$ cat src/rtl/vend_pkg.sv
package vend_pkg;

  typedef enum logic [1:0] {
    COIN_NICKEL  = 2'b00,
    COIN_DIME    = 2'b01,
    COIN_QUARTER = 2'b10,
    COIN_BAD     = 2'b11
  } coin_e;

  typedef struct packed {
    logic vend;
    logic give_nickel;
    logic give_dime;
  } pay_s;

endpackage

$ cat src/rtl/vend_coin_decode.sv
module vend_coin_decode #(
  parameter int VAL_W         = 3,
  parameter int NICKEL_UNITS  = 1,
  parameter int DIME_UNITS    = 2,
  parameter int QUARTER_UNITS = 5
) (
  input  logic             coin_vld,
  input  logic [1:0]       coin_code,
  output logic             accept,
  output logic [VAL_W-1:0] units
);
  import vend_pkg::*;

  always_comb begin
    accept = 1'b0;
    units  = '0;
    if (coin_vld) begin
      unique case (coin_e'(coin_code))
        COIN_NICKEL:  begin accept = 1'b1; units = VAL_W'(NICKEL_UNITS);  end
        COIN_DIME:    begin accept = 1'b1; units = VAL_W'(DIME_UNITS);    end
        COIN_QUARTER: begin accept = 1'b1; units = VAL_W'(QUARTER_UNITS); end
        default:      begin accept = 1'b0; units = '0;                    end
      endcase
    end
  end

endmodule

$ cat src/rtl/vend_settle.sv
module vend_settle #(
  parameter int CREDIT_W    = 2,
  parameter int VAL_W       = 3,
  parameter int PRICE_UNITS = 4,
  parameter int DIME_UNITS  = 2
) (
  input  logic                credit,
  input  logic [CREDIT_W-1:0] credit_now,
  input  logic                accept,
  input  logic [VAL_W-1:0]    units,
  output logic [CREDIT_W-1:0] credit_next,
  output vend_pkg::pay_s      pay
);
  localparam int SUM_W = ((CREDIT_W > VAL_W) ? CREDIT_W : VAL_W) + 1;

  logic [SUM_W-1:0] total;
  logic [SUM_W-1:0] excess;
  logic [SUM_W-1:0] after_dime;
  logic [SUM_W-1:0] after_nickel;
  logic             dime_out;
  logic             nickel_out;

  always_comb begin
    total        = SUM_W'(credit_now) + SUM_W'(units);
    excess       = total - SUM_W'(PRICE_UNITS);
    dime_out     = (excess >= SUM_W'(DIME_UNITS));
    after_dime   = dime_out ? (excess - SUM_W'(DIME_UNITS)) : excess;
    nickel_out   = (after_dime != '0);
    after_nickel = nickel_out ? (after_dime - SUM_W'(1)) : after_dime;

    credit_next = credit_now;
    pay         = '0;
    if (accept && credit) begin
      if (total >= SUM_W'(PRICE_UNITS)) begin
        pay.vend        = 1'b1;
        pay.give_nickel = nickel_out;
        pay.give_dime   = dime_out;
        credit_next     = CREDIT_W'(after_nickel);
      end else begin
        credit_next = CREDIT_W'(total);
      end
    end
  end

endmodule

$ cat src/rtl/vend_ctrl.sv
module vend_ctrl #(
  parameter int CREDIT_W    = 2,
  parameter int PRICE_UNITS = 4
) (
  input  logic       clk,
  input  logic       rst,
  input  logic       coin_vld,
  input  logic [1:0] coin_code,
  output logic       dispense,
  output logic       ret_nickel,
  output logic       ret_dime
);
  import vend_pkg::*;

  localparam int VAL_W = 3;

  logic                accept;
  logic [VAL_W-1:0]    units;
  logic [CREDIT_W-1:0] credit_q;
  logic [CREDIT_W-1:0] credit_d;
  pay_s                pay_d;
  pay_s                pay_q;

  vend_coin_decode #(
    .VAL_W(VAL_W)
  ) u_decode (
    .coin_vld (coin_vld),
    .coin_code(coin_code),
    .accept   (accept),
    .units    (units)
  );

  vend_settle #(
    .CREDIT_W   (CREDIT_W),
    .VAL_W      (VAL_W),
    .PRICE_UNITS(PRICE_UNITS)
  ) u_settle (
    .credit     (1'b1),
    .credit_now (credit_q),
    .accept     (accept),
    .units      (units),
    .credit_next(credit_d),
    .pay        (pay_d)
  );

  always_ff @(posedge clk) begin
    if (rst) begin
      credit_q <= '0;
      pay_q    <= '0;
    end else begin
      credit_q <= credit_d;
      pay_q    <= pay_d;
    end
  end

  assign dispense   = pay_q.vend;
  assign ret_nickel = pay_q.give_nickel;
  assign ret_dime   = pay_q.give_dime;

endmodule

$ cat config.mk
export PLATFORM = sky130hd
export DESIGN_NAME = vend_ctrl
export DESIGN_NICKNAME = d
export VERILOG_FILES = /design/src/rtl/vend_pkg.sv /design/src/rtl/vend_coin_decode.sv /design/src/rtl/vend_settle.sv /design/src/rtl/vend_ctrl.sv
export SDC_FILE = /design/constraint.sdc
export NUM_CORES = 1
export LEC_CHECK = 0
export ABC_AREA = 1
export BUFFER_PORTS_ARGS = -buffer_cell sky130_fd_sc_hd__buf_2
export CAP_MARGIN = 30
export CELL_PAD_IN_SITES_DETAIL_PLACEMENT = 1
export CELL_PAD_IN_SITES_GLOBAL_PLACEMENT = 1
export CORE_UTILIZATION = 40
export DETAILED_ROUTE_END_ITERATION = 6
export HOLD_SLACK_MARGIN = 0.05
export PLACE_DENSITY_LB_ADDON = 0.1
export RECOVER_POWER = 100
export REMOVE_ABC_BUFFERS = 1
export SYNTH_ARGS = -nofsm -noshare
export SYNTH_HDL_FRONTEND = slang
export SYNTH_HIERARCHICAL = 1
export SYNTH_SLANG_ARGS = --single-unit
$ cat constraint.sdc
create_clock -name clk -period 6.38 [get_ports clk]
set_clock_uncertainty 0.05 [all_clocks]
set_input_delay 0.638 -clock clk [delete_from_list [all_inputs] [get_ports clk]]
set_output_delay 0.638 -clock clk [all_outputs]
set_load 0.005 [all_outputs]
==> out/metrics.yaml <==
yosysUniqueCellTypes: 20
layout_common_cells: "nand2_1, inv_1, nor2_1"
leakagePower_nw: 0.3370
drtAntennaViolNets: 0
cts_sinks: 5
netlist_area_sq_um: 543.0
crit_arrival_ns: 3.00
clkTransAtPathRegs_ns: 0.04
final_common_cell: "nand2_1"
worstPathRequired_ns: 6.50
antenna_found_initial: 0
end_kind: "flip-flop"
grt_pass1_wl_um: 2187
grt_pass1_vias: 541
firstDrtPassIters: 4
ys_warn_count: 6
outcome: "finished, final reports clean"
portBuffers: 7
track_usage_pct: 21.56
routed_via_density: 4.691
maxCapViolations: 0
holdWs_ns: 0.5027
dp_cells: 106
htree_levels: 1
post_cts_resized: 0
fp.dieW_um: 38.85
numCtsBuffers: 3
slew_viol_final: 0
synth-seq-cells: 5
grt_max_degree: 6
drc: 0
ys_seq_area_share_pct: 18.43
period_minus_slack_ns: 2.873
worstSkewPairLatency_ns: 0.24
period_share_pct: 45.04
areaGrowthSynthToFinish_pct: 10.83
overflow: 0
finalSetupViolations: 0
row_count: 12
gp_routability_congestion: 0.7822
dieArea_sq_mm: 0.001509
start_util_pct: 45.78
hold_class: "flip-flop to flip-flop"
fin_nets: 109
worstPathMaxFanout: 3
clk_path_buf_depth: 2
cts_setup_buffers: 0
crit_type: "input port to flip-flop"
drt-total-wl_um: 1242
drt_iter0_markers: 8
start_kind: "input port"
syn_area_per_cell_sq_um: 6.388
fmax_ghz: 0.3480
vdd_drop_max_mv: 0.09660
num_vias: 516
rsz0062_at_grt: "no"
drive_gt1_share_pct: 23.96
n_antenna_cell: 0
root_buffer: "clkbuf_4"
final-hold-violation-count: 0
die_y_um: 38.85
power_density_mw_per_mm2: 175.5
core_area_sq_mm: 0.001186
cts_tree: "yes"
instances_no_fill: 110
hpwl_um: 1059
tns_ns: 0
wl_per_cell_um: 11.29
syn_inst: 85
pin_count: 8
ctsHoldBuffers: 0
-- critical path, cell delays in order --
cell and delay, ns:
buf_2 0.11, nand2_1 0.11, inv_1 0.05, ha_1 0.22, fa_1 0.39, nand2_1 0.12, nand2_1 0.10, ha_1 0.24
inv_1 0.14, nand2_1 0.13, ha_1 0.21, nand4_1 0.14, nand2_1 0.09, nand2_1 0.06, nand3_1 0.07, nand2_1 0.07
inv_1 0.04, nor2_1 0.07
-- area by class of cell --
cell class / instances / area (sq um)
repair buffers: 7 / 31.28
inverters: 21 / 78.83
well taps: 14 / 17.52
fillers: 183 / 584.3
multi-input cells: 59 / 347.8
flip-flops and latches: 5 / 100.1
clock buffers: 4 / 26.28
-- final timing paths --
path | startpoint | slack (ns) | end | cells past startpoint
worst max-delay path | coin_vld | 3.51 | credit_q[0]$_SDFF_PP0_ | 18
worst max register to register | credit_q[0]$_SDFF_PP0_ | 3.89 | credit_q[0]$_SDFF_PP0_ | 15
worst min register to register | credit_q[0]$_SDFF_PP0_ | 0.50 | credit_q[0]$_SDFF_PP0_ | 4
worst min-delay path | credit_q[0]$_SDFF_PP0_ | 0.50 | credit_q[0]$_SDFF_PP0_ | 4
-- flip-flops by register name (all words and copies together), names as in the netlist --
signal	cells
ret_nickel	1
credit_q	2
dispense	1
ret_dime	1
-- cell usage after synthesis --
| library cell | instances | area share (%) |
|---|---|---|
| inv_2 | 6 | 4.1 |
| nor3_1 | 1 | 0.92 |
| o21ai_0 | 1 | 0.92 |
| ha_1 | 6 | 14 |
| nand2_1 | 20 | 14 |
| nor2_4 | 1 | 2.1 |
| nor2_2 | 2 | 2.3 |
| conb_1 | 1 | 0.69 |
| nand4_2 | 1 | 2.3 |
| nand3_1 | 3 | 2.8 |
| nand2_4 | 1 | 2.1 |
| nand2_2 | 6 | 6.9 |
| nand3_2 | 2 | 3.7 |
| dfxtp_1 | 5 | 18 |
| a21oi_2 | 1 | 1.6 |
| inv_1 | 15 | 10 |
| fa_1 | 1 | 3.7 |
| nor2_1 | 10 | 6.9 |
| o21ai_1 | 1 | 0.92 |
| o21ai_2 | 1 | 1.6 |
-- report_power, final --
| group | internal, mW | total (mW) | switching [mW] |
|---|---|---|---|
| combinational | 0.0125 | 0.0351 | 0.0227 |
| sequential | 0.0326 | 0.0334 | 0.000811 |
| clock | 0.0237 | 0.0371 | 0.0134 |
| total | 0.0687 | 0.106 | 0.0369 |
-- layer usage --
metal	part of all wire (%)	vias to the layer above	GRT usage [%]
li1	-	273	-
met1	46	238	25.52
met2	53	5	39.58
met3	1.7	0	1.734
met4	0	0	7.759
met5	0	-	0
-- stage by stage --
stage               cell area (sq um)  power (mW)  util (%)  worst slack, ns
global placement                595.6     0.06941     50.21            3.431
CTS                             621.8      0.1101     52.43            3.580
detailed placement              595.6     0.07131     50.21            3.363
floorplan                       543.0     0.06265         -            3.713
global route                    601.8      0.1143     50.74            3.207
finish                          601.8      0.1056     50.74            3.507
-- logic make-up after synthesis --
logic type	synth area share [%]
flip-flops	18.43
AO/OA/AOI/OAI	5.068
other	0.6906
AND/OR/NAND/NOR	43.78
adder cells (fa/ha/maj)	17.51
buffers and inverters	14.52
Note: power is estimated with default switching activity, not from simulation.
